$ cat config.mk
export PLATFORM = sky130hd
export DESIGN_NAME = vid_timing_gen
export DESIGN_NICKNAME = d
export VERILOG_FILES = /design/src/rtl/vtc_pkg.sv /design/src/rtl/vtc_shadow.sv /design/src/rtl/vtc_counters.sv /design/src/rtl/vtc_ctrl.sv /design/src/rtl/vid_timing_gen.sv
export SDC_FILE = /design/constraint.sdc
export NUM_CORES = 1
export LEC_CHECK = 0
export BUFFER_PORTS_ARGS = -buffer_cell sky130_fd_sc_hd__buf_2
export CORE_UTILIZATION = 61
export CTS_BUF_LIST = sky130_fd_sc_hd__clkbuf_8
export DETAILED_ROUTE_END_ITERATION = 8
export GPL_ROUTABILITY_DRIVEN = 0
export MAX_ROUTING_LAYER = met4
export PLACE_DENSITY = 0.84
export SYNTH_ARGS = -nofsm -noshare
export SYNTH_HDL_FRONTEND = slang
export SYNTH_SLANG_ARGS = --single-unit
$ cat constraint.sdc
create_clock -name clk_i -period 7.01 [get_ports clk_i]
set_input_delay 0.3505 -clock clk_i [delete_from_list [all_inputs] [get_ports clk_i]]
set_output_delay 0.3505 -clock clk_i [all_outputs]
set_load 0.02 [all_outputs]
$ cat src/rtl/vtc_pkg.sv
package vtc_pkg;
  localparam int unsigned LINE_CTRL_MIN  = 12;
  localparam int unsigned FRAME_CTRL_MIN = 32;
  localparam int unsigned N_CHAN         = 3;
  localparam int unsigned CODE_W         = 8;

  typedef enum logic [1:0] {
    CK_NONE  = 2'd0,
    CK_LINE  = 2'd1,
    CK_FRAME = 2'd2
  } ctrl_kind_e;

  function automatic logic [CODE_W-1:0] pream_code(input int unsigned ch);
    case (ch)
      0:       return 8'h0b;
      1:       return 8'h16;
      default: return 8'h21;
    endcase
  endfunction
endpackage

$ cat src/rtl/vtc_shadow.sv
module vtc_shadow #(
  parameter int W = 8
) (
  input  logic         clk_i,
  input  logic         rst_ni,
  input  logic         load_i,
  input  logic [W-1:0] d_i,
  output logic [W-1:0] q_o
);
  always_ff @(posedge clk_i or negedge rst_ni) begin
    if (!rst_ni)     q_o <= '0;
    else if (load_i) q_o <= d_i;
  end

  a_r8_hold_between_loads: assert property (@(posedge clk_i) disable iff (!rst_ni)
    !load_i |=> $stable(q_o));
endmodule

$ cat src/rtl/vtc_counters.sv
module vtc_counters #(
  parameter int HCW = 17,
  parameter int VCW = 17
) (
  input  logic           clk_i,
  input  logic           rst_ni,
  input  logic           run_i,
  input  logic [HCW-1:0] h_total_i,
  input  logic [VCW-1:0] v_total_i,
  output logic [HCW-1:0] h_o,
  output logic [VCW-1:0] v_o,
  output logic           wrap_o
);
  logic h_last, v_last;

  assign h_last = (h_o == h_total_i - 1'b1);
  assign v_last = (v_o == v_total_i - 1'b1);
  assign wrap_o = run_i && h_last && v_last;

  always_ff @(posedge clk_i or negedge rst_ni) begin
    if (!rst_ni) begin
      h_o <= '0;
      v_o <= '0;
    end else if (run_i) begin
      if (h_last) begin
        h_o <= '0;
        v_o <= v_last ? '0 : v_o + 1'b1;
      end else begin
        h_o <= h_o + 1'b1;
      end
    end
  end

  a_r1_h_in_line: assert property (@(posedge clk_i) disable iff (!rst_ni)
    run_i |-> h_o < h_total_i);
  a_r1_v_in_frame: assert property (@(posedge clk_i) disable iff (!rst_ni)
    run_i |-> v_o < v_total_i);
endmodule

$ cat src/rtl/vtc_ctrl.sv
module vtc_ctrl
  import vtc_pkg::*;
#(
  parameter int RUN_W = 6
) (
  input  logic                     clk_i,
  input  logic                     rst_ni,
  input  logic                     active_i,
  input  logic                     de_i,
  input  logic                     frame_blank_i,
  input  logic                     hdmi_i,
  output logic [1:0]               kind_o,
  output logic                     min_o,
  output logic [N_CHAN*CODE_W-1:0] pream_o
);
  localparam logic [RUN_W-1:0] RUN_MAX = '1;
  localparam logic [RUN_W:0]   LIM_LINE  = (RUN_W+1)'(LINE_CTRL_MIN);
  localparam logic [RUN_W:0]   LIM_FRAME = (RUN_W+1)'(FRAME_CTRL_MIN);

  logic [RUN_W-1:0] run_q;
  logic [RUN_W:0]   run_now, limit;
  logic             ctl_on;
  ctrl_kind_e       kind;

  // consecutive de-low pixels before the current one, saturating
  always_ff @(posedge clk_i or negedge rst_ni) begin
    if (!rst_ni)                 run_q <= '0;
    else if (!active_i || de_i)  run_q <= '0;
    else if (run_q != RUN_MAX)   run_q <= run_q + 1'b1;
  end

  assign ctl_on  = active_i && !de_i && hdmi_i;
  assign run_now = {1'b0, run_q} + 1'b1;
  assign limit   = frame_blank_i ? LIM_FRAME : LIM_LINE;
  assign min_o   = ctl_on && (run_now >= limit);

  always_comb begin
    kind = CK_NONE;
    if (ctl_on) kind = frame_blank_i ? CK_FRAME : CK_LINE;
  end
  assign kind_o = kind;

  for (genvar c = 0; c < N_CHAN; c++) begin : g_chan
    assign pream_o[c*CODE_W +: CODE_W] = ctl_on ? pream_code(c) : '0;
  end

  a_r9_none_in_active: assert property (@(posedge clk_i) disable iff (!rst_ni)
    de_i |-> kind_o == CK_NONE);
  a_r11_pream_in_blank: assert property (@(posedge clk_i) disable iff (!rst_ni)
    (|pream_o) |-> !de_i && kind_o != CK_NONE);
  a_r10_min_needs_run: assert property (@(posedge clk_i) disable iff (!rst_ni)
    min_o |-> run_q >= RUN_W'(LINE_CTRL_MIN - 1));
  a_r12_dvi_quiet: assert property (@(posedge clk_i) disable iff (!rst_ni)
    !hdmi_i |-> !min_o && pream_o == '0);
endmodule

$ cat src/rtl/vid_timing_gen.sv
module vid_timing_gen
  import vtc_pkg::*;
#(
  parameter int HW    = 16,
  parameter int VAW   = 16,
  parameter int VBW   = 8,
  parameter int PW    = 8,
  parameter int RUN_W = 6
) (
  input  logic                     clk_i,
  input  logic                     rst_ni,
  input  logic [HW-1:0]            h_active_i,
  input  logic [HW-1:0]            h_blank_i,
  input  logic [HW-1:0]            h_sync_dly_i,
  input  logic [HW-1:0]            h_sync_wid_i,
  input  logic [VAW-1:0]           v_active_i,
  input  logic [VBW-1:0]           v_blank_i,
  input  logic [VBW-1:0]           v_sync_dly_i,
  input  logic [VBW-1:0]           v_sync_wid_i,
  input  logic                     hs_pol_i,
  input  logic                     vs_pol_i,
  input  logic                     hdmi_mode_i,
  input  logic [PW-1:0]            stuff_i,
  input  logic [N_CHAN*PW-1:0]     pix_i,
  output logic [N_CHAN*PW-1:0]     pix_o,
  output logic                     de_o,
  output logic                     hsync_o,
  output logic                     vsync_o,
  output logic                     frame_start_o,
  output logic [1:0]               ctrl_kind_o,
  output logic                     ctrl_min_o,
  output logic [N_CHAN*CODE_W-1:0] pream_o
);
  localparam int HCW   = HW + 1;
  localparam int VCW   = ((VAW > VBW) ? VAW : VBW) + 1;
  localparam int HSW   = HW + 2;
  localparam int VSW   = VCW + 1;
  localparam int CFG_W = 4*HW + VAW + 3*VBW + 3 + PW;

  logic             primed_q, load;
  logic [CFG_W-1:0] cfg_d, cfg_q;

  logic [HW-1:0]  s_hact, s_hblank, s_hdly, s_hwid;
  logic [VAW-1:0] s_vact;
  logic [VBW-1:0] s_vblank, s_vdly, s_vwid;
  logic           s_hpol, s_vpol, s_hdmi;
  logic [PW-1:0]  s_stuff;

  logic [HCW-1:0] h_cnt, h_total;
  logic [VCW-1:0] v_cnt, v_total;
  logic           wrap;
  logic [HSW-1:0] hs_beg, hs_end;
  logic [VSW-1:0] vs_beg, vs_end;
  logic           line_act, de, hs_act, vs_act;

  assign cfg_d = {stuff_i, hdmi_mode_i, vs_pol_i, hs_pol_i, v_sync_wid_i, v_sync_dly_i,
                  v_blank_i, v_active_i, h_sync_wid_i, h_sync_dly_i, h_blank_i, h_active_i};

  always_ff @(posedge clk_i or negedge rst_ni) begin
    if (!rst_ni) primed_q <= 1'b0;
    else         primed_q <= 1'b1;
  end

  assign load = !primed_q || wrap;

  vtc_shadow #(.W(CFG_W)) u_shadow (
    .clk_i  (clk_i),
    .rst_ni (rst_ni),
    .load_i (load),
    .d_i    (cfg_d),
    .q_o    (cfg_q)
  );

  assign {s_stuff, s_hdmi, s_vpol, s_hpol, s_vwid, s_vdly,
          s_vblank, s_vact, s_hwid, s_hdly, s_hblank, s_hact} = cfg_q;

  assign h_total = HCW'(s_hact) + HCW'(s_hblank);
  assign v_total = VCW'(s_vact) + VCW'(s_vblank);

  vtc_counters #(.HCW(HCW), .VCW(VCW)) u_cnt (
    .clk_i     (clk_i),
    .rst_ni    (rst_ni),
    .run_i     (primed_q),
    .h_total_i (h_total),
    .v_total_i (v_total),
    .h_o       (h_cnt),
    .v_o       (v_cnt),
    .wrap_o    (wrap)
  );

  // sync windows measured from end of active region
  assign hs_beg = HSW'(s_hact) + HSW'(s_hdly);
  assign hs_end = hs_beg + HSW'(s_hwid);
  assign vs_beg = VSW'(s_vact) + VSW'(s_vdly);
  assign vs_end = vs_beg + VSW'(s_vwid);

  assign line_act = v_cnt < VCW'(s_vact);
  assign de       = primed_q && line_act && (h_cnt < HCW'(s_hact));
  assign hs_act   = primed_q && (HSW'(h_cnt) >= hs_beg) && (HSW'(h_cnt) < hs_end);
  assign vs_act   = primed_q && (VSW'(v_cnt) >= vs_beg) && (VSW'(v_cnt) < vs_end);

  assign de_o          = de;
  assign hsync_o       = s_hpol ? hs_act : !hs_act;
  assign vsync_o       = s_vpol ? vs_act : !vs_act;
  assign frame_start_o = de && (h_cnt == '0) && (v_cnt == '0);

  for (genvar c = 0; c < N_CHAN; c++) begin : g_pix
    assign pix_o[c*PW +: PW] = de ? pix_i[c*PW +: PW] : s_stuff;
  end

  vtc_ctrl #(.RUN_W(RUN_W)) u_ctrl (
    .clk_i         (clk_i),
    .rst_ni        (rst_ni),
    .active_i      (primed_q),
    .de_i          (de),
    .frame_blank_i (!line_act),
    .hdmi_i        (s_hdmi),
    .kind_o        (ctrl_kind_o),
    .min_o         (ctrl_min_o),
    .pream_o       (pream_o)
  );

  a_r7_start_is_active: assert property (@(posedge clk_i) disable iff (!rst_ni)
    frame_start_o |-> de_o);
  a_r7_start_after_wrap: assert property (@(posedge clk_i) disable iff (!rst_ni)
    primed_q && $past(primed_q) && frame_start_o |-> $past(wrap));
  a_r4_vsync_at_line_edge: assert property (@(posedge clk_i) disable iff (!rst_ni)
    primed_q && h_cnt != '0 |-> $stable(vsync_o));
endmodule

Word-level counts from Yosys, hierarchy flattened
Index checks and enable logic that the tools add are counted.
{ "totals": {"regBits": 156, "inputBits": 141, "out_inout_bits": 55, "word_cells": 65} }
{ "classes": {"n_addsub": 12, "magnitude_cmp": 7, "eq_ne": 3, "muxes": 15, "n_reduce_logical": 23} }
{ "ops": {"columns": ["op", "n"], "rows": [
  ["$lt A17 B18 Y1", 2],
  ["$add A16 B16 Y17", 2],
  ["$add A16 B8 Y17", 2],
  ["$add A17 B1 Y17 const B", 2],
  ["$eq A17 B17 Y1", 2],
  ["$ge A17 B17 Y1", 2],
  ["$logic_not A17 Y1", 2],
  ["$lt A17 B16 Y1", 2],
  ["$mux W17", 2],
  ["$sub A17 B1 Y17 const B", 2],
  ["$mux W6", 4],
  ["$mux W8", 3],
  ["$add A17 B16 Y18", 1],
  ["$add A17 B8 Y18", 1],
  ["$logic_and A1 B1 Y1", 13],
  ["$add A6 B1 Y7 const B", 1],
  ["$ge A7 B7 Y1", 1],
  ["$add A6 B1 Y6 const B", 1],
  ["$ne A6 B6 Y1 const B", 1],
  ["$mux W5", 1],
  ["$logic_not A1 Y1", 4],
  ["$mux W2", 2],
  ["$mux W4", 1],
  ["$logic_or A1 B1 Y1", 2],
  ["3 further kinds", 4]
]} }

Longest topological paths before layout
{ "logic_depth": {"ltp_word": 7, "ltp_mapped": 26, "mapped_depth_nobuf": 26} }

Cells and area by module
A second synthesis with hierarchy kept.
{ "unflattened": {"cells_unflattened": 1477, "area_unflattened_um2": 14363.8} }
{ "modules_own_cells": {"columns": ["mod", "n_inst", "cells_per_inst", "area_each_um2", "seq_area_each_um2"], "rows": [
  ["vid_timing_gen", 1, 807, 6268.5, 25.0],
  ["vtc_shadow", 1, 243, 4469.3, 2877.8],
  ["vtc_counters", 1, 359, 3039.2, 850.8],
  ["vtc_ctrl", 1, 68, 586.8, 150.1]
]} }

Worst setup path after synthesis
No wires, ideal clock.
{ "synth_path": {"path_type": "register to output", "startpoint": "register u_shadow.q_o[0]", "endpoint": "output hsync_o", "arrival_ns": 4.916, "required_time_ns": 6.659, "slack_ns": 1.743, "path_stages_with_launch": 24, "path_buffers": 0, "cell_sequence": "dfrtp_1 -> ha_1 -> inv_1 -> fa_1 -> nor2b_1 -> o31a_1 -> o211ai_1 -> a21oi_1 -> a2111oi_0 -> xnor2_1 -> ha_1 -> a21oi_1 -> nand3b_1 -> o211a_1 -> o21a_1 -> o21a_1 -> or2_2 -> ha_1 -> a21o_1 -> a2111oi_0 -> o21ai_0 -> o21ai_0 -> o211ai_1 -> xor2_1"} }
{ "synth_via": {"elab_chain_cells": 6, "elab_cells_between_ends": 8, "classes_between": "add/sub: 2; order compare: 2; mux: 1; reduce/logical: 3"} }
{ "synth_lines": {"columns": ["item", "line", "rtl"], "rows": [
  ["start, declared", "vtc_shadow.sv:8", "output logic [W-1:0] q_o"],
  ["start signal, assigned", "vtc_shadow.sv:12", "else if (load_i) q_o <= d_i;"],
  ["$add A16 B16 Y17 (*)", "vid_timing_gen.sv:92", "assign hs_beg = HSW'(s_hact) + HSW'(s_hdly);"],
  ["$add A17 B16 Y18 / $ge A17 B17 Y1 (equally long branches)", "vid_timing_gen.sv:93, vid_timing_gen.sv:99", null],
  ["$lt A17 B18 Y1 / $logic_and A1 B1 Y1 (equally long branches)", "vid_timing_gen.sv:99", "assign hs_act = primed_q && (HSW'(h_cnt) >= hs_beg) && (HSW'(h_cnt) < hs_end);"],
  ["$logic_and A1 B1 Y1 (*)", "vid_timing_gen.sv:99", null],
  ["$logic_not A1 Y1", "vid_timing_gen.sv:103", "assign hsync_o = s_hpol ? hs_act : !hs_act;"],
  ["$mux W1 (*)", "vid_timing_gen.sv:103", null],
  ["end, declared", "vid_timing_gen.sv:27", "output logic hsync_o,"]
]} }
Every way passes the cells marked *; elsewhere a longest branch is shown, timed or not.

Worst setup path after layout
{ "layout_path": {"startpoint": "register u_shadow.q_o[65]", "endpoint": "output vsync_o"} }
{ "layout_via": {"elab_chain_cells": 6, "elab_cells_between_ends": 8, "classes_between": "add/sub: 2; order compare: 2; mux: 1; reduce/logical: 3"} }
{ "layout_lines": {"columns": ["item", "line", "rtl"], "rows": [
  ["$add A16 B8 Y17 (*)", "vid_timing_gen.sv:94", "assign vs_beg = VSW'(s_vact) + VSW'(s_vdly);"],
  ["$add A17 B8 Y18 / $ge A17 B17 Y1 (equally long branches)", "vid_timing_gen.sv:95, vid_timing_gen.sv:100", null],
  ["$lt A17 B18 Y1 / $logic_and A1 B1 Y1 (equally long branches)", "vid_timing_gen.sv:100", "assign vs_act = primed_q && (VSW'(v_cnt) >= vs_beg) && (VSW'(v_cnt) < vs_end);"],
  ["$logic_and A1 B1 Y1 (*)", "vid_timing_gen.sv:100", null],
  ["$logic_not A1 Y1", "vid_timing_gen.sv:104", "assign vsync_o = s_vpol ? vs_act : !vs_act;"],
  ["$mux W1 (*)", "vid_timing_gen.sv:104", null],
  ["end, declared", "vid_timing_gen.sv:28", "output logic vsync_o,"]
]} }
Marked as above.

==> summary.md <==
| Metric | Value |
|---|---|
| DIE HEIGHT | `roughly 160 um` |
| Effective utilization at floorplan | `62.2%` |
| Routed len/inst | `about 17 um` |
| P&R area growth vs syn | `9.73%` |
| Failing checks | `negative hold slack` |
| Antenna cells | `0` |
| Number of max-cap violations | `0` |
| Placeable Area | `approximately 23000 um2` |
| Unique masters post-synth | `84` |
| Post-synthesis sequential area ratio | `between 20% and 30%` |
| CTS-repair resized insts | `0` |
| DRC | `0` |
| Synth Register Bits | `between 150 and 200` |
| DR vias | `12500` |
| Top FF cell, synth | `dfrtp_1` |
| Remaining antenna violation count | `0` |
| GRT overflow | `0` |
| Endpoints failing hold | `9` |
| Hold bufs inserted after CTS | `0` |
| Setup CP Type | `reg2out` |
| Non-filler instance count after layout | `2063` |
| Fin. max-slew vios | `0` |
| Die span in x | `157 um` |
| Status | `finished with violations` |
| Worst min path class | `in2async` |
| # nets final | `about 2100` |
| Async S/R FF share, synth | `between 90% and 100%` |
| Post-detail-place hpwl | `between 20000 and 30000 um` |
| Psw | `approximately 1.7 mW` |
| Synth top area share | `about a quarter` |
| Initial antenna violation count | `0` |
| Setup violators final | `0` |
| Die area | `about 25000 um2` |
| Tot GR Track Use | `a little under a third` |
| Vias/cell | `6.06` |
| Placed Area | `15600 um2` |
| CTS Root Cell | `clkbuf_8` |
| Worst Max-Slew Pin Slew | `between 0.9 and 1 ns` |
| CTS Buffer Depth | `2` |
| Crit-path max FO | `5` |
| Sw Ratio | `between 40% and 50%` |
| Gate Count Post-Synth | `roughly 1600` |
| Ranking of synthesized cells by area | `dfrtp_1 27%, ha_1 19%, mux2_2 6.9%` |
| Worst-Skew Late Latency | `0.49 ns` |
| Unrepaired setup endpoints after global routing | `no` |
| Cell total after placement | `2031` |
| Pin count of the biggest net entering global routing | `108` |
| DR pass1 iterations | `7` |
| Clock Power Share | `a little under a fifth` |
| Flop pwr share | `between 20% and 30%` |
| Critical path required time | `about 6.7 ns` |
| Clk_skew | `a little under 0.02 ns` |
| Pleak | `8.12 nW` |
| # H-tree levels | `4` |
| Clk slew on worst S/H paths | `about 0.11 ns` |
| Biggest area consumer among synthesized cells | `dfrtp_1` |
| CTS tree | `yes` |
| 1st-iter DRT viols | `just under 1000` |
| Synth Cell Area | `14600 um2` |
| Setup_tns | `0 ns` |
| Final wirelength | `around 36000 um` |
| Pint | `about 2.2 mW` |
| Post-CTS setup buffers | `0` |
| Global-route wire length before repair | `58100 um` |
| Slew headroom | `about a third` |
| Peak supply drop | `around 140 uV` |
| Crit-path max cell delay | `between 0.5 and 0.6 ns` |
| Slowest stage cell, crit path | `or4_1` |
| Cell Pwr Density | `around 240 nW/um2` |
| Number of port buffers | `approximately 180` |
| Number of primary I/O pins | `196` |
| Syn avg cell area | `approximately 9.3 um2` |
| Post-synth EDFFs | `0` |
| Fmax | `approximately 160 MHz` |
| Worst Hold Slack | `-0.0265 ns` |
| Core Util, Final | `68.3%` |
| Synth warnings | `0` |
| CP startpoint kind | `flop` |
| Crit path DAT | `approximately 6.0 ns` |
| Fin area | `around 16000 um2` |
| Crit path time final | `between 6 and 7 ns` |
| Std cell rows | `56` |
| Number of global-route vias before repair | `11900` |
| TritonCTS buffer count | `17` |
| Layout cells sized above 1 | `19.7%` |
| CTS sink count | `156` |
| Cell breakdown of the critical path | `ha_1, a21o_1, a21oi_1, o21ai_0, or2_2, xor2_1, ha_1, o21a_1, o31a_1, o21ai_0, a21boi_0, o21a_1, nand2b_1, xnor2_1, ha_1, or4_1, a211oi_1, nand2_1, a41oi_1, o21ai_0, a32oi_1, xnor2_1, buf_2` |
| Worst setup EP type | `output port` |
| Logic pwr share | `between 50 and 60%` |
| Period utilization | `between 90% and 100%` |
==> metal layers <==
layer	wire length (um)	vias up	global-route usage [%]
met5	0	-	-
met4	768	0	8.78
met3	2650	69	4.38
met2	16000	540	47.2
met1	16400	5959	41.7
li1	-	5930	-
==> sequential cells by signal (all words and copies together), names as in the netlist <==
| register | flops |
|---|---|
| primed_q | 1 |
| u_ctrl.run_q | 6 |
| u_cnt.v_o | 17 |
| u_cnt.h_o | 17 |
| u_shadow.q_o | 115 |
==> Yosys cell counts (5+ instances only) <==
library cell  number
ha_1             217
inv_1            165
dfrtp_1          156
o21ai_0          100
mux2_2            90
nor2_1            82
nand2_1           69
a21oi_1           67
xnor2_1           62
xor2_1            47
mux2_1            40
a21o_1            39
buf_4             30
nand3_1           30
and3_1            25
nand2b_1          24
nor2b_1           24
nor3_1            24
o21a_1            20
a211oi_1          18
nand4_1           17
clkbuf_1          14
nor4_1            12
a2111oi_0         11
o2111ai_1         11
o31ai_1           11
or2_2             11
mux2_4            10
o211ai_1           8
a31oi_1            7
buf_2              7
a211o_1            6
fa_1               6
or3_1              6
and2_1             5
nor3b_1            5
o21bai_1           5
==> logic make-up (layout without fill, tap and decap cells) <==
logic type | Yosys count | count (layout) | synth area share [%]
flip-flops | 156 | 156 | 26.7
adder cells (fa/ha/maj) | 223 | 223 | 19.4
other | 2 | 17 | 0.0514
AND/OR/NAND/NOR | 361 | 361 | 13.0
AO/OA/AOI/OAI | 352 | 352 | 16.0
buffers and inverters | 227 | 383 | 7.04
multiplexers | 143 | 143 | 11.3
XOR/XNOR | 109 | 109 | 6.54
==> area by class of cell <==
type                    instances  area [um2]
clock buffers                  17         234
clock inverters                15         174
fillers                      1836        7440
inverters                     165         619
multi-input cells            1205        9730
flip-flops and latches        156        3900
well taps                     319         399
repair buffers                186         967
==> power groups by stage <==
| stage | Combinational (mW) | Clock (mW) | Sequential [mW] |
|---|---|---|---|
| after floorplan | 1.54 | 0 | 1.06 |
| after global placement | 1.88 | 0 | 1.09 |
| after detailed placement | 1.95 | 0 | 1.10 |
| after CTS | 1.97 | 0.733 | 1.08 |
| after global routing | 2.24 | 0.768 | 1.09 |
| final | 2.01 | 0.727 | 1.08 |
==> cell usage in the layout, fill, tap and decap left out, types with 17 or more instances in the layout <==
cell type,netlist,final
nand4_1,17,17
o21ai_0,100,100
a21o_1,39,39
clkbuf_8,0,17
mux2_2,90,90
nor2b_1,24,24
mux2_1,40,40
nand3_1,30,30
dfrtp_1,156,156
a21oi_1,67,67
and3_1,25,25
conb_1,2,17
buf_2,7,178
a211oi_1,18,18
nand2b_1,24,24
nor2_1,82,82
ha_1,217,217
inv_1,165,165
nand2_1,69,69
nor3_1,24,24
o21a_1,20,20
xnor2_1,62,62
xor2_1,47,47
==> metrics by stage <==
| stage | worst slack, ns | power (mW) |
|---|---|---|
| floorplan | 1.74 | 2.60 |
| global placement | 1.49 | 2.96 |
| detailed placement | 1.33 | 3.05 |
| CTS | 0.760 | 3.79 |
| global route | 0.258 | 4.10 |
| finish | 0.701 | 3.81 |
==> worst paths after layout <==
kind	from	endpoint	slack, ns	depth (start not counted)
hold reg to reg	u_shadow.q_o[24]$_DFFE_PN0P_	u_shadow.q_o[24]$_DFFE_PN0P_	0.50	1
min in group clk_i	h_sync_wid_i[5]	u_shadow.q_o[53]$_DFFE_PN0P_	0.07	2
setup / recovery	u_shadow.q_o[65]$_DFFE_PN0P_	vsync_o	0.70	23
hold / removal	rst_ni	u_shadow.q_o[110]$_DFFE_PN0P_	-0.03	1
max in group asynchronous	rst_ni	u_ctrl.run_q[5]$_DFFE_PN0P_	5.78	2
setup reg to reg	u_shadow.q_o[65]$_DFFE_PN0P_	u_shadow.q_o[44]$_DFFE_PN0P_	1.75	14
==> worst max-delay path, delay by kind of cell (launching register included) <==
kind | cells | cell delay, ns
xor gates and xnor gates | 3 | 0.48
and+or+nand+nor | 4 | 1.05
DFF | 1 | 0.42
AOI/OAI and AO/OA | 12 | 2.52
buffers and inverters | 1 | 0.18
adders and majority gates | 3 | 0.82
Power figures use the tool's default switching activity.
